==> src/rtl/sdcmd_pkg.sv <==
package sdcmd_pkg;
    localparam int unsigned CW_IDX_W    = 6;
    localparam int unsigned CW_RESP_BIT = 6;
    localparam int unsigned CW_LONG_BIT = 7;
    localparam int unsigned CW_INTR_BIT = 8;
    localparam int unsigned CW_PEND_BIT = 9;
    localparam int unsigned CW_EN_BIT   = 10;

    typedef enum logic [1:0] {
        ST_IDLE,
        ST_ISSUE,
        ST_COLLECT,
        ST_FINISH
    } seq_state_e;

    typedef struct packed {
        logic rsp_end;
        logic sent;
        logic timeout;
    } outcome_t;
endpackage

==> src/rtl/sdcmd_field_dec.sv <==
module sdcmd_field_dec
    import sdcmd_pkg::*;
(
    input  logic [CW_EN_BIT:0]    word,
    output logic [CW_IDX_W-1:0]   index,
    output logic                  want_resp,
    output logic                  want_long,
    output logic                  unsup,
    output logic                  enable
);
    always_comb begin
        index     = word[CW_IDX_W-1:0];
        want_resp = word[CW_RESP_BIT];
        want_long = word[CW_LONG_BIT];
        unsup     = word[CW_INTR_BIT] | word[CW_PEND_BIT];
        enable    = word[CW_EN_BIT];
    end
endmodule

==> src/rtl/sdcmd_resp_pack.sv <==
module sdcmd_resp_pack #(
    parameter int unsigned WORDS  = 4,
    parameter int unsigned WORD_W = 32,
    localparam int unsigned BPW   = WORD_W / 8,
    localparam int unsigned TOTAL = WORDS * BPW,
    localparam int unsigned CNT_W = $clog2(TOTAL + 2)
) (
    input  logic                           clk,
    input  logic                           rst_n,
    input  logic                           clr,
    input  logic                           push,
    input  logic [7:0]                     byte_in,
    output logic [WORDS-1:0][WORD_W-1:0]   words,
    output logic [CNT_W-1:0]               cnt
);
    typedef struct packed {
        logic [WORDS-1:0][WORD_W-1:0] words;
        logic [CNT_W-1:0]             cnt;
    } pack_t;

    pack_t pk_d, pk_q;

    always_comb begin
        pk_d = pk_q;
        if (clr) begin
            pk_d = '0;
        end else if (push) begin
            for (int w = 0; w < int'(WORDS); w++) begin
                for (int b = 0; b < int'(BPW); b++) begin
                    if (pk_q.cnt == CNT_W'(w * int'(BPW) + b)) begin
                        pk_d.words[w][WORD_W-1-8*b -: 8] = byte_in;
                    end
                end
            end
            // saturate one above the longest legal reply
            if (pk_q.cnt <= CNT_W'(TOTAL)) begin
                pk_d.cnt = pk_q.cnt + 1'b1;
            end
        end
    end

    always_ff @(posedge clk) begin
        if (!rst_n) pk_q <= '0;
        else        pk_q <= pk_d;
    end

    assign words = pk_q.words;
    assign cnt   = pk_q.cnt;

    AST_CNT_CAP: assert property (@(posedge clk) disable iff (!rst_n)
        pk_q.cnt <= CNT_W'(TOTAL + 1));
endmodule

==> src/rtl/sdcmd_capture.sv <==
module sdcmd_capture
    import sdcmd_pkg::*;
#(
    parameter int unsigned CMD_W      = 32,
    parameter int unsigned ARG_W      = 32,
    parameter int unsigned WORD_W     = 32,
    parameter int unsigned RESP_WORDS = 4
) (
    input  logic                  clk,
    input  logic                  rst_n,
    input  logic                  cmd_wr,
    input  logic [CMD_W-1:0]      cmd_wdata,
    input  logic [ARG_W-1:0]      cmd_arg,
    output logic                  req_valid,
    input  logic                  req_ready,
    output logic [CW_IDX_W-1:0]   req_index,
    output logic [ARG_W-1:0]      req_arg,
    input  logic                  rply_valid,
    output logic                  rply_ready,
    input  logic [7:0]            rply_byte,
    input  logic                  rply_last,
    input  logic                  rply_empty,
    input  logic                  rply_reject,
    output logic [CMD_W-1:0]      cmd_word,
    output logic [WORD_W-1:0]     resp_w0,
    output logic [WORD_W-1:0]     resp_w1,
    output logic [WORD_W-1:0]     resp_w2,
    output logic [WORD_W-1:0]     resp_w3,
    output logic                  flag_rsp_end,
    output logic                  flag_sent,
    output logic                  flag_timeout,
    output logic                  busy
);
    localparam int unsigned BPW         = WORD_W / 8;
    localparam int unsigned SHORT_BYTES = BPW;
    localparam int unsigned LONG_BYTES  = RESP_WORDS * BPW;
    localparam int unsigned CNT_W       = $clog2(LONG_BYTES + 2);

    typedef struct packed {
        seq_state_e                        st;
        logic [CMD_W-1:0]                  cmd;
        logic [ARG_W-1:0]                  arg;
        logic                              rej;
        logic [RESP_WORDS-1:0][WORD_W-1:0] resp;
        outcome_t                          flags;
    } regs_t;

    regs_t r_d, r_q;

    logic [CW_EN_BIT:0]               dec_in;
    logic [CW_IDX_W-1:0]              dec_index;
    logic                             dec_resp, dec_long, dec_unsup, dec_en;
    logic                             pk_clr, pk_push, len_bad;
    logic [RESP_WORDS-1:0][WORD_W-1:0] pk_words;
    logic [CNT_W-1:0]                 pk_cnt;

    // decode the incoming word while idle, the held word otherwise
    assign dec_in = (r_q.st == ST_IDLE) ? cmd_wdata[CW_EN_BIT:0] : r_q.cmd[CW_EN_BIT:0];

    sdcmd_field_dec u_dec (
        .word      (dec_in),
        .index     (dec_index),
        .want_resp (dec_resp),
        .want_long (dec_long),
        .unsup     (dec_unsup),
        .enable    (dec_en)
    );

    sdcmd_resp_pack #(
        .WORDS  (RESP_WORDS),
        .WORD_W (WORD_W)
    ) u_pack (
        .clk     (clk),
        .rst_n   (rst_n),
        .clr     (pk_clr),
        .push    (pk_push),
        .byte_in (rply_byte),
        .words   (pk_words),
        .cnt     (pk_cnt)
    );

    always_comb begin
        len_bad = (pk_cnt == '0)
               || (pk_cnt == CNT_W'(SHORT_BYTES) && dec_long)
               || (pk_cnt != CNT_W'(SHORT_BYTES) && pk_cnt != CNT_W'(LONG_BYTES));
    end

    always_comb begin
        r_d     = r_q;
        pk_clr  = 1'b0;
        pk_push = 1'b0;
        case (r_q.st)
            ST_IDLE: begin
                if (cmd_wr) begin
                    r_d.cmd = cmd_wdata;
                    if (dec_en) begin
                        r_d.arg   = cmd_arg;
                        r_d.flags = '0;
                        r_d.rej   = dec_unsup;
                        pk_clr    = 1'b1;
                        r_d.st    = dec_unsup ? ST_FINISH : ST_ISSUE;
                    end
                end
            end
            ST_ISSUE: begin
                if (req_ready) r_d.st = ST_COLLECT;
            end
            ST_COLLECT: begin
                if (rply_valid) begin
                    if (rply_reject) begin
                        r_d.rej = 1'b1;
                        r_d.st  = ST_FINISH;
                    end else begin
                        pk_push = !rply_empty;
                        if (rply_last) r_d.st = ST_FINISH;
                    end
                end
            end
            ST_FINISH: begin
                r_d.cmd[CW_EN_BIT] = 1'b0;
                r_d.st             = ST_IDLE;
                if (r_q.rej) begin
                    r_d.flags.timeout = 1'b1;
                end else if (!dec_resp) begin
                    r_d.flags.sent = 1'b1;
                end else if (len_bad) begin
                    r_d.flags.timeout = 1'b1;
                end else begin
                    r_d.flags.rsp_end = 1'b1;
                    if (pk_cnt == CNT_W'(SHORT_BYTES)) begin
                        r_d.resp    = '0;
                        r_d.resp[0] = pk_words[0];
                    end else begin
                        r_d.resp                  = pk_words;
                        r_d.resp[RESP_WORDS-1][0] = 1'b0;
                    end
                end
            end
            default: r_d.st = ST_IDLE;
        endcase
    end

    always_ff @(posedge clk) begin
        if (!rst_n) begin
            r_q     <= '0;
            r_q.st  <= ST_IDLE;
        end else begin
            r_q <= r_d;
        end
    end

    assign req_valid    = (r_q.st == ST_ISSUE);
    assign req_index    = dec_index;
    assign req_arg      = r_q.arg;
    assign rply_ready   = (r_q.st == ST_COLLECT);
    assign cmd_word     = r_q.cmd;
    assign resp_w0      = r_q.resp[0];
    assign resp_w1      = r_q.resp[1];
    assign resp_w2      = r_q.resp[2];
    assign resp_w3      = r_q.resp[RESP_WORDS-1];
    assign flag_rsp_end = r_q.flags.rsp_end;
    assign flag_sent    = r_q.flags.sent;
    assign flag_timeout = r_q.flags.timeout;
    assign busy         = (r_q.st != ST_IDLE);

    AST_REQ_HOLD: assert property (@(posedge clk) disable iff (!rst_n)
        req_valid && !req_ready |=> req_valid && $stable(req_index) && $stable(req_arg));
    AST_ONE_OUTCOME: assert property (@(posedge clk) disable iff (!rst_n)
        $onehot0({flag_rsp_end, flag_sent, flag_timeout}));
    AST_DONE_FLAGGED: assert property (@(posedge clk) disable iff (!rst_n)
        $fell(busy) |-> $countones({flag_rsp_end, flag_sent, flag_timeout}) == 1);
    AST_EN_CLEARS: assert property (@(posedge clk) disable iff (!rst_n)
        $fell(busy) |-> !cmd_word[CW_EN_BIT]);
    AST_W3_LSB: assert property (@(posedge clk) disable iff (!rst_n)
        $rose(flag_rsp_end) |-> !resp_w3[0]);
endmodule

==> config.mk <==
export PLATFORM = sky130hd
export DESIGN_NAME = sdcmd_capture
export DESIGN_NICKNAME = d
export VERILOG_FILES = /design/src/rtl/sdcmd_pkg.sv /design/src/rtl/sdcmd_field_dec.sv /design/src/rtl/sdcmd_resp_pack.sv /design/src/rtl/sdcmd_capture.sv
export SDC_FILE = /design/constraint.sdc
export NUM_CORES = 1
export LEC_CHECK = 0
export ABC_AREA = 1
export BUFFER_PORTS_ARGS = -buffer_cell sky130_fd_sc_hd__buf_2
export CORE_AREA = 2 2 200 252
export DETAILED_ROUTE_END_ITERATION = 8
export DIE_AREA = 0 0 202 254
export GPL_ROUTABILITY_DRIVEN = 0
export PLACE_DENSITY = 0.55
export SLEW_MARGIN = 20
export SYNTH_ARGS = -nofsm -noshare
export SYNTH_HDL_FRONTEND = slang
export SYNTH_SLANG_ARGS = --single-unit
==> constraint.sdc <==
create_clock -name clk -period 1.97 [get_ports clk]
set_input_delay 0.197 -clock clk [delete_from_list [all_inputs] [get_ports clk]]
set_output_delay 0.197 -clock clk [all_outputs]
set_load 0.05 [all_outputs]
==> metrics.md, run 1 <==
| Metric | Value |
|---|---|
| Outcome | `completed` |
| Leak | `8.15 nW` |
| Synth area leaders | `dfxtp_1 45%, nor2_1 11%, buf_4 10%` |
| Cell taking the most area after synthesis | `dfxtp_1` |
| Flops & latches, synth | `329` |
| Critical Path AT | `2.40 ns` |
| Crit-path max FO | `14` |
| Filler cells | `5,128` |
| Setup crit start kind | `flop` |
| Max IR drop VDD | `982 µV` |
| Final net count | `2,298` |
| Post-layout min period | `1.93 ns` |
| Wirelength per Cell | `15.4 µm` |
| Vias per inst | `4.43` |
| Fin crit share | `97.7%` |
| Setup ws final | `0.0446 ns` |
| Pins over their slew limit | `0` |
| H-tree depth | `2` |
| Via count | `12,800` |
| Via count of the first global-routing pass | `12,300` |
| Rows | `91` |
| Die area | `0.0513 mm²` |
| Endpoints failing hold | `0` |
| WL met1 | `17.9 mm` |
| Met3 routed WL | `3.14 mm` |
| Clock sinks | `329` |
| Commonest cells after routing, fill and taps aside | `419 x nor2_1, 327 x dfxtp_1, 325 x nand2_1` |
| Hold slack | `0.0604 ns` |
| Die Wd | `202 µm` |
| Post-synthesis xor/xnor area fraction | `0.0602%` |
| Die Y | `254 µm` |
| Final cell utilization of the core | `36.7%` |
| Total Negative Setup Slacks | `0 ns` |
| YS warnings | `0` |
| Iteration-0 DRC Markers | `401` |
| Seq/Total Area, Yosys | `45.3%` |
| Cells after Synth | `2,039` |
| Met2 wire length | `21.9 mm` |
| Slew HR | `36.0%` |
| Largest net degree at the start of global routing | `128` |
| Core area | `0.0488 mm²` |
| Setup Viol. Count Final | `0` |
| Total global-route track usage | `16.6%` |
| Layout cells sized above 1 | `22.1%` |
| Initial antenna violation count | `2` |
| CP Capture Type | `flop` |
| GRT overflow | `0` |
| Largest family of logic cells by synthesized area | `simple AND/OR/NAND/NOR gates` |
| Tot Pwr | `19.0 mW` |
| Crit path required time | `2.44 ns` |
| CP Class | `flop to flop` |
| Final wirelength | `44.5 mm` |
| Worst skew pair latency | `0.55 ns` |
| Max Root-Sink Buffers | `3` |
| Antenna-violating nets left | `0` |
| Synth cell types | `33` |
| Simple-gate portion of the synthesized area | `24.1%` |
| Post-route DRC | `0` |
| I/O pin count | `284` |
| Top cell type's share of synthesized area | `45.3%` |
| RSZ-0062 raised after global routing | `true` |
| Tightest Hold Check Type | `input port to flop` |
| Root buf cell | `clkbuf_16` |
| Synthesized area per cell | `7.14 µm²` |
| Compound-gate portion of the synthesized area | `11.2%` |
| Num CTS Buffers | `38` |
| Top Layer Used | `met4` |
| Clk_skew | `0.0202 ns` |
| Initial Utilization | `29.8%` |
| P per Cell Area | `1060 mW/mm²` |
| Mux contribution to synthesized area | `0%` |
| Reg clk slew, reported paths | `0.06 ns` |
| Syn-to-layout area delta | `23.1%` |
| Worst-margin pin slew | `0.954 ns` |
| Hpwl dp | `29.1 mm` |
| First drt pass iteration count | `5` |
| Post-Syn Area | `0.0146 mm²` |
| MaxCap Viol Count | `0` |
| FMAX | `0.519 GHz` |
| Pre-CTS WS | `0.0234 ns` |
| CTS tree | `done` |
| Commonest non-fill, non-tap cell in the layout | `nor2_1` |
| Adder-cell share of the synthesized area | `0.774%` |
| Syn nets | `2,128` |
| First-pass GRT wire length | `67.0 mm` |
| Port Buffers | `282` |
-- where the power goes --
group	internal (mW)	total (mW)	switching (mW)
Combinational	1.40	4.76	3.36
Sequential	6.99	7.16	0.177
Clock	4.21	7.10	2.89
Total	12.6	19.0	6.43
-- state kept, by name (all words and copies together), names as in the netlist --
name,count
cmd_word,32
flag_rsp_end,1
flag_sent,1
flag_timeout,1
r_q,3
req_arg,32
resp_w0,32
resp_w1,32
resp_w2,32
resp_w3,31
u_pack.cnt,5
u_pack.words,127
-- stage by stage --
step	std cells	instance area (µm²)
final	2886	17900
after detailed placement	2738	15700
after floorplan	2039	14600
after global placement	2738	15700
after global routing	2886	17900
after CTS	2869	17600
-- critical path: stages, from the launching register on --
cell        delay [ns]
dfxtp_2           0.32
inv_2             0.07
ha_4              0.20
clkinvlp_4        0.11
nand2_2           0.08
nand2_2           0.07
nand2_2           0.07
nand2_2           0.06
nor2_4            0.20
nand3_4           0.10
buf_12            0.17
clkbuf_16         0.18
nand2_1           0.06
nand2_1           0.04
nor2_1            0.10
-- path summary, 6_finish.rpt --
check | startpoint | end | slack (ns) | depth (start not counted)
max | r_q[197] | resp_w3[10] | 0.04 | 14
min | cmd_wdata[10] | r_q[131] | 0.06 | 4
max reg2reg | r_q[197] | resp_w3[10] | 0.04 | 14
min reg2reg | u_pack.words[40] | u_pack.words[40] | 0.44 | 2
-- synth_stat cells --
library cell / count
nor2_1: 427
nand2_1: 337
dfxtp_1: 329
buf_4: 195
inv_1: 189
o21ai_0: 167
a21oi_1: 152
nand4_1: 73
clkbuf_1: 66
buf_2: 24
buf_1: 19
ha_1: 9
inv_2: 9
nand3_1: 8
nor3_1: 6
clkinv_1: 5
nor2_2: 3
buf_6: 2
nand3_2: 2
nor2_4: 2
nor3_2: 2
o21ai_1: 2
a31oi_1: 1
clkbuf_2: 1
conb_1: 1
nand2_2: 1
nor3_4: 1
nor3b_1: 1
o211ai_1: 1
o21a_1: 1
o22ai_1: 1
or2_2: 1
xor2_1: 1
-- cell families (layout without fill, tap and decap cells) --
group | count (synthesis) | after routing
buf+inv | 510 | 705
flops | 329 | 329
other cells | 1 | 2
simple gates | 864 | 864
xor+xnor | 1 | 1
fa+ha+maj | 9 | 9
compound gates | 325 | 325
-- what timing repair did --
action	CTS	global route
hold buffers	64	0
pin swaps	1	10
gates cloned	1	5
gates resized for setup	14	38
setup buffers	1	12
endpoints found under the setup margin	9	198
endpoints found under the hold margin	64	0
-- area by class of cell --
type	instances	area (µm²)	area share (%)
Clock inverter	11	92.6	0.517
Tap cell	651	815	4.55
Sequential cell	329	6590	36.8
Timing Repair Buffer	437	3110	17.3
Multi-Input combinational cell	1200	5390	30.1
Clock buffer	54	1150	6.45
Inverter	203	773	4.32
Antenna cell	1	2.50	0.0140
-- metal layers --
layer | GRT usage [%] | vias to the layer above
li1 | - | 6517
met1 | 18.4 | 5835
met2 | 29.6 | 352
met3 | 5.08 | 71
met4 | 6.76 | 0
met5 | 0 | -
No activity file was read; power rests on OpenSTA's default activity.
==> inputs of run 2 (changes only) <==
--- a/config.mk
+++ b/config.mk
@@ -11,7 +11,6 @@
 export DETAILED_ROUTE_END_ITERATION = 8
 export DIE_AREA = 0 0 202 254
 export GPL_ROUTABILITY_DRIVEN = 0
-export PLACE_DENSITY = 0.55
 export SLEW_MARGIN = 20
 export SYNTH_ARGS = -nofsm -noshare
 export SYNTH_HDL_FRONTEND = slang
==> metrics.md, run 2 (synthesized netlist as in run 1, its figures left out) <==
| Metric | Value |
|---|---|
| Outcome | `completed (unchanged)` |
| R2R Setup Slk | `0.04 ns (about the same)` |
| Grt peak-use layer | `met2 (unchanged)` |
| I/O pin count | `284 (unchanged)` |
| Max IR drop VDD | `788 µV (was 982 µV)` |
| Worst skew pair latency | `0.55 ns (about the same)` |
| R2r startpoint | `r_q[197] (unchanged)` |
| Layout cells sized above 1 | `23.4% (was 22.1%)` |
| Largest net degree at the start of global routing | `132 (was 128)` |
| Final wirelength | `45.2 mm (was 44.5 mm)` |
| CTS tree | `done (unchanged)` |
| FMAX | `0.517 GHz (was 0.519 GHz)` |
| Num CTS Buffers | `37 (was 38)` |
| Via count | `13,100 (was 12,800)` |
| P per Cell Area | `1040 mW/mm² (was 1060 mW/mm²)` |
| Total global-route track usage | `16.2% (was 16.6%)` |
| Hold Path Stages | `3 (was 4)` |
| R2R Path End | `resp_w2[31] (was resp_w3[10])` |
| Clock sinks | `329 (unchanged)` |
| Vias per inst | `4.50 (was 4.43)` |
| Pins over their slew limit | `0 (unchanged)` |
| Placed insts | `2,747 (was 2,738)` |
| Fin crit share | `98.2% (was 97.7%)` |
| H-tree depth | `2 (unchanged)` |
| Critical Path AT | `2.41 ns (was 2.40 ns)` |
| GRT overflow | `0 (unchanged)` |
| Post-layout min period | `1.93 ns (about the same)` |
| Commonest non-fill, non-tap cell in the layout | `nor2_1 (unchanged)` |
| Crit path required time | `2.45 ns (was 2.44 ns)` |
| First-pass GRT wire length | `65.8 mm (was 67.0 mm)` |
| Max reg flops | `127 (unchanged)` |
| Reg2Reg Depth | `14 (unchanged)` |
| CP Capture Type | `flop (unchanged)` |
| Comb pwr share | `25.1% (was 25.0%)` |
| Hpwl dp | `28.7 mm (was 29.1 mm)` |
| Met2 Use GR | `28.7% (was 29.6%)` |
| Tightest Hold Check Type | `input port to flop (unchanged)` |
| Placed instance area | `0.0157 mm² (about the same)` |
| Design area | `0.0183 mm² (was 0.0179 mm²)` |
| Flop pwr share | `37.6% (was 37.7%)` |
| Worst hold endpoint | `u_pack.words[64] (was r_q[131])` |
| Initial antenna violation count | `0 (was 2)` |
| Die Y | `254 µm (unchanged)` |
| Core area | `0.0488 mm² (unchanged)` |
| Rows | `91 (unchanged)` |
| Clk_skew | `0.0214 ns (was 0.0202 ns)` |
| Internal power | `12.6 mW (about the same)` |
| Setup Viol. Count Final | `0 (unchanged)` |
| Clock share of power | `37.3% (about the same)` |
| Leak | `8.31 nW (was 8.15 nW)` |
| Via count of the first global-routing pass | `12,400 (was 12,300)` |
| Global-route met3 utilization | `5.07% (was 5.08%)` |
| Endpoints failing hold | `0 (unchanged)` |
| Hold_sp | `rply_byte[0] (was cmd_wdata[10])` |
| Setup crit start kind | `flop (unchanged)` |
| Die area | `0.0513 mm² (unchanged)` |
| Sw Pwr | `6.47 mW (was 6.43 mW)` |
| Antenna diodes | `0 (was 1)` |
| GRT met1 Usage | `18.0% (was 18.4%)` |
| Iteration-0 DRC Markers | `585 (was 401)` |
| Max Root-Sink Buffers | `3 (unchanged)` |
| First drt pass iteration count | `5 (unchanged)` |
| MaxCap Viol Count | `0 (unchanged)` |
| Crit-path max FO | `13 (was 14)` |
| Root buf cell | `clkbuf_16 (unchanged)` |
| Worst-margin pin slew | `0.638 ns (was 0.954 ns)` |
| Filler cells | `5,058 (was 5,128)` |
| CP Class | `flop to flop (unchanged)` |
| Final net count | `2,318 (was 2,298)` |
| Slew HR | `57.5% (was 36.0%)` |
| Port Buffers | `282 (unchanged)` |
| Initial Utilization | `29.8% (unchanged)` |
| Post-route DRC | `0 (unchanged)` |
| Hold slack | `0.0650 ns (was 0.0604 ns)` |
| Syn-to-layout area delta | `25.8% (was 23.1%)` |
| Commonest cells after routing, fill and taps aside | `418 x nor2_1, 327 x dfxtp_1, 305 x nand2_1 (was 419 x nor2_1, 327 x dfxtp_1, 325 x nand2_1)` |
| Final cell count without fillers | `2,908 (was 2,886)` |
| Die Wd | `202 µm (unchanged)` |
| Antenna-violating nets left | `0 (unchanged)` |
| Wirelength per Cell | `15.5 µm (was 15.4 µm)` |
| Sw Ratio | `33.9% (was 33.8%)` |
| Reg clk slew, reported paths | `0.06 ns (about the same)` |
| RSZ-0062 raised after global routing | `true (unchanged)` |
==> run 2: area by class of cell <==
cell class,instances,area [µm²],area share [%]
Clock buffer,50,1060,5.78
Inverter,203,766,4.18
Tap cell,651,815,4.45
Timing Repair Buffer,458,3430,18.7
Multi-Input combinational cell,1200,5470,29.9
Clock inverter,17,185,1.01
Sequential cell,329,6590,36.0
==> run 2: worst max-delay path by stage <==
stage	end	slack [ns]	startpoint
floorplan	req_index[2]	-0.26	r_q[197]
global placement	u_pack.words[73]	-0.02	r_q[196]
detailed placement	u_pack.words[79]	-0.04	r_q[197]
CTS	u_pack.words[123]	0.002	r_q[196]
global route	resp_w1[7]	-0.07	r_q[197]
finish	resp_w2[31]	0.04	r_q[197]
==> run 2: timing repair <==
| action | 4_1_cts | 5_1_grt |
|---|---|---|
| pin swaps | 0 | 14 |
| gates cloned | 0 | 17 |
| hold endpoints to repair | 67 | 0 |
| hold buffers | 69 | 0 |
| endpoints found under the setup margin | 14 | 182 |
| setup buffers | 0 | 8 |
| gates resized for setup | 14 | 73 |
==> run 2: power groups by stage <==
stage                     logic (mW)  clock network [mW]  registers (mW)
after floorplan                 3.37                   0            7.32
after global placement          4.31                   0            7.29
after detailed placement        4.35                   0            7.30
after CTS                       4.56                7.34            7.16
after global routing            5.15                7.59            7.20
final                           4.79                7.12            7.17
==> run 2: stage by stage <==
stage | util, % | setup TNS, ns | worst slack [ns] | total power, mW
floorplan | - | -3.45 | -0.258 | 10.7
global placement | 32.1 | -0.0638 | -0.0237 | 11.6
detailed placement | 32.1 | -0.138 | -0.0421 | 11.7
CTS | 36.1 | 0 | 0.00156 | 19.1
global route | 37.5 | -2.65 | -0.0694 | 19.9
finish | 37.5 | 0 | 0.0356 | 19.1
==> run 2: critical path: stages (launching register included) <==
cell and delay (ns):
dfxtp_2 0.34, inv_2 0.08, ha_4 0.18, clkinvlp_4 0.11, nand2_2 0.07, nand2_2 0.07
nand2_2 0.08, nand2_2 0.06, nor2_4 0.15, nand3_4 0.12, buf_12 0.19, clkbuf_16 0.19
nand2_1 0.06, nand2_1 0.05, nor2_1 0.10
==> run 2: per-layer routing <==
metal  part of all wire [%]  vias to the layer above
met5                      0                        -
met4                    3.6                        0
met3                    7.8                       97
met2                     49                      439
met1                     40                     5985
li1                       -                     6559
==> inputs of run 3 (changes only) <==
--- a/config.mk
+++ b/config.mk
@@ -7,10 +7,12 @@
 export LEC_CHECK = 0
 export ABC_AREA = 1
 export BUFFER_PORTS_ARGS = -buffer_cell sky130_fd_sc_hd__buf_2
+export CELL_PAD_IN_SITES_DETAIL_PLACEMENT = 0
+export CELL_PAD_IN_SITES_GLOBAL_PLACEMENT = 1
 export CORE_AREA = 2 2 200 252
 export DETAILED_ROUTE_END_ITERATION = 8
 export DIE_AREA = 0 0 202 254
-export GPL_ROUTABILITY_DRIVEN = 0
+export PLACE_DENSITY_LB_ADDON = 0.1
 export SLEW_MARGIN = 20
 export SYNTH_ARGS = -nofsm -noshare
 export SYNTH_HDL_FRONTEND = slang
==> metrics.md, run 3 (synthesized netlist as in run 1, its figures left out) <==
| Metric | Value |
|---|---|
| Internal power | `12.9 mW (was 12.6 mW)` |
| Crit-path max FO | `8 (was 13)` |
| Via count of the first global-routing pass | `12,100 (was 12,400)` |
| Wirelength per Cell | `15.5 µm (about the same)` |
| Final wirelength | `44.7 mm (was 45.2 mm)` |
| Clock sinks | `329 (unchanged)` |
| Die area | `0.0513 mm² (unchanged)` |
| Max Root-Sink Buffers | `3 (unchanged)` |
| Placed insts | `2,738 (was 2,747)` |
| RD Place Congestion | `0.797` |
| Final cell count without fillers | `2,885 (was 2,908)` |
| Slew HR | `36.8% (was 57.5%)` |
| Critical path's slowest cell | `dfxtp_2 (unchanged)` |
| Die Wd | `202 µm (unchanged)` |
| Hold slack | `0.100 ns (was 0.0650 ns)` |
| First drt pass iteration count | `4 (was 5)` |
| Crit-path leading delay family | `buffers and inverters (was simple AND/OR/NAND/NOR gates)` |
| Max reg flops | `127 (unchanged)` |
| Sw Ratio | `33.1% (was 33.9%)` |
| Tot Pwr | `19.3 mW (was 19.1 mW)` |
| Failing checks | `negative setup slack` |
| Sw Pwr | `6.39 mW (was 6.47 mW)` |
| Root buf cell | `clkbuf_16 (unchanged)` |
| Post-route DRC | `0 (unchanged)` |
| CP Capture Type | `output port (was flop)` |
| Worst skew pair latency | `0.55 ns (about the same)` |
| Commonest non-fill, non-tap cell in the layout | `nor2_1 (unchanged)` |
| Critical Path AT | `1.80 ns (was 2.41 ns)` |
| Post-layout min period | `2.00 ns (was 1.93 ns)` |
| Syn-to-layout area delta | `23.9% (was 25.8%)` |
| Die Y | `254 µm (unchanged)` |
| Port Buffers | `282 (unchanged)` |
| Crit path required time | `1.77 ns (was 2.45 ns)` |
| Endpoints failing hold | `0 (unchanged)` |
| Comb pwr share | `25.2% (was 25.1%)` |
| Commonest cells after routing, fill and taps aside | `417 x nor2_1, 326 x dfxtp_1, 306 x nand2_1 (was 418 x nor2_1, 327 x dfxtp_1, 305 x nand2_1)` |
| Design area | `0.0180 mm² (was 0.0183 mm²)` |
| Total global-route track usage | `16.7% (was 16.2%)` |
| Num CTS Buffers | `40 (was 37)` |
| P per Cell Area | `1070 mW/mm² (was 1040 mW/mm²)` |
| First-pass GRT wire length | `67.7 mm (was 65.8 mm)` |
| Via count | `12,500 (was 13,100)` |
| CTS tree | `done (unchanged)` |
| Filler cells | `5,291 (was 5,058)` |
| Clock share of power | `37.8% (was 37.3%)` |
| MaxCap Viol Count | `0 (unchanged)` |
| CP Class | `flop to output port (was flop to flop)` |
| GRT overflow | `0 (unchanged)` |
| Antenna diodes | `0 (unchanged)` |
| Crit path largest cell delay | `0.33 ns (was 0.34 ns)` |
| Setup crit start kind | `flop (unchanged)` |
| Tightest Hold Check Type | `input port to flop (unchanged)` |
| Max IR drop VDD | `770 µV (was 788 µV)` |
| Hpwl dp | `28.2 mm (was 28.7 mm)` |
| Initial Utilization | `29.8% (unchanged)` |
| Worst-margin pin slew | `0.948 ns (was 0.638 ns)` |
| Vias per inst | `4.35 (was 4.50)` |
| Leak | `8.17 nW (was 8.31 nW)` |
| Fin crit share | `101% (was 98.2%)` |
| Largest net degree at the start of global routing | `159 (was 132)` |
| Clk_skew | `0.0120 ns (was 0.0214 ns)` |
| Reg clk slew, reported paths | `0.05 ns (was 0.06 ns)` |
| Core area | `0.0488 mm² (unchanged)` |
| Setup Viol. Count Final | `4 (was 0)` |
| Antenna-violating nets left | `0 (unchanged)` |
| RSZ-0062 raised after global routing | `true (unchanged)` |
| Iteration-0 DRC Markers | `464 (was 585)` |
| Initial antenna violation count | `1 (was 0)` |
| Worst-path cell chain | `inv_2, ha_4, buf_4, clkbuf_16, o21ai_1, buf_6 (was inv_2, ha_4, clkinvlp_4, nand2_2, nand2_2, nand2_2, nand2_2, nor2_4, nand3_4, buf_12, clkbuf_16, nand2_1, nand2_1, nor2_1)` |
| Total Negative Setup Slacks | `-0.0318 ns (was 0 ns)` |
| Layout cells sized above 1 | `22.7% (was 23.4%)` |
| Setup ws final | `-0.0270 ns (was 0.0356 ns)` |
| Buf/Inv on CP | `4 (unchanged)` |
| Rows | `91 (unchanged)` |
| Pins over their slew limit | `0 (unchanged)` |
| Placed instance area | `0.0156 mm² (was 0.0157 mm²)` |
| Flop pwr share | `37.0% (was 37.6%)` |
| Final net count | `2,298 (was 2,318)` |
| H-tree depth | `2 (unchanged)` |
| Outcome | `finished with violations (was completed)` |
| FMAX | `0.501 GHz (was 0.517 GHz)` |
| I/O pin count | `284 (unchanged)` |
## run 3: changes by cell type in the layout (fill, tap and decap cells not counted), moves of 3 or more
cell and change:
clkbuf_16 -4, dlygate4sd3_1 -4, clkinvlp_4 -3, o21ai_1 +4
buf_12 +3, inv_6 -3, o21ai_0 -3, clkbuf_8 +9
buf_6 -5, clkinv_2 -4, buf_4 -7
## run 3: cell type report
class	count	area, µm²	area share (%)
clock buffers	64	1250	6.95
clock inverters	3	40.0	0.222
inverters	203	767	4.25
multi-input cells	1200	5460	30.3
flip-flops and latches	329	6590	36.6
well taps	651	815	4.52
repair buffers	435	3100	17.2
## run 3: worst reg2reg max path, delay by kind of cell (launching register included)
family / cells / cell delay, ns
DFF: 1 / 0.32
adders and majority gates: 1 / 0.21
buffers and inverters: 4 / 0.57
and+or+nand+nor: 9 / 0.79
## run 3: what timing repair did
action | 4_1_cts | 5_1_grt
pin swaps | 0 | 15
resized for setup | 15 | 65
setup endpoints to repair | 10 | 199
cloned | 0 | 7
buffers inserted | 0 | 8
endpoints found under the hold margin | 68 | 0
hold buffers | 65 | 0
## run 3: metal layers
layer | wire (µm) | GRT usage, %
met5 | 0 | 0
met1 | 19200 | 20.1
met2 | 21700 | 28.6
met4 | 707 | 4.16
met3 | 3120 | 5.35
## run 3: worst paths after layout
check | from | end | slack [ns] | cells past startpoint
worst max register to register | r_q[197] | resp_w2[13] | 0.02 | 14
worst min register to register | u_pack.words[42] | u_pack.words[42] | 0.44 | 2
worst max-delay path | r_q[197] | req_index[4] | -0.03 | 6
worst min-delay path | cmd_wdata[10] | r_q[131] | 0.10 | 4
## run 3: per-stage QoR
stage | utilization (%) | setup WS (ns)
after CTS | 36.0 | -0.0243
after global placement | 32.0 | -0.0232
final | 36.9 | -0.0270
after detailed placement | 32.0 | -0.0207
after floorplan | - | -0.258
after global routing | 36.9 | -0.112
## run 3: power groups by stage
stage          registers (mW)  logic, mW  clock network (mW)
2_1_floorplan            7.32       3.37                   0
5_1_grt                  7.19       5.29                7.86
4_1_cts                  7.15       4.58                7.61
3_3_place_gp             7.28       4.38                   0
6_report                 7.15       4.86                7.31
3_5_place_dp             7.29       4.38                   0
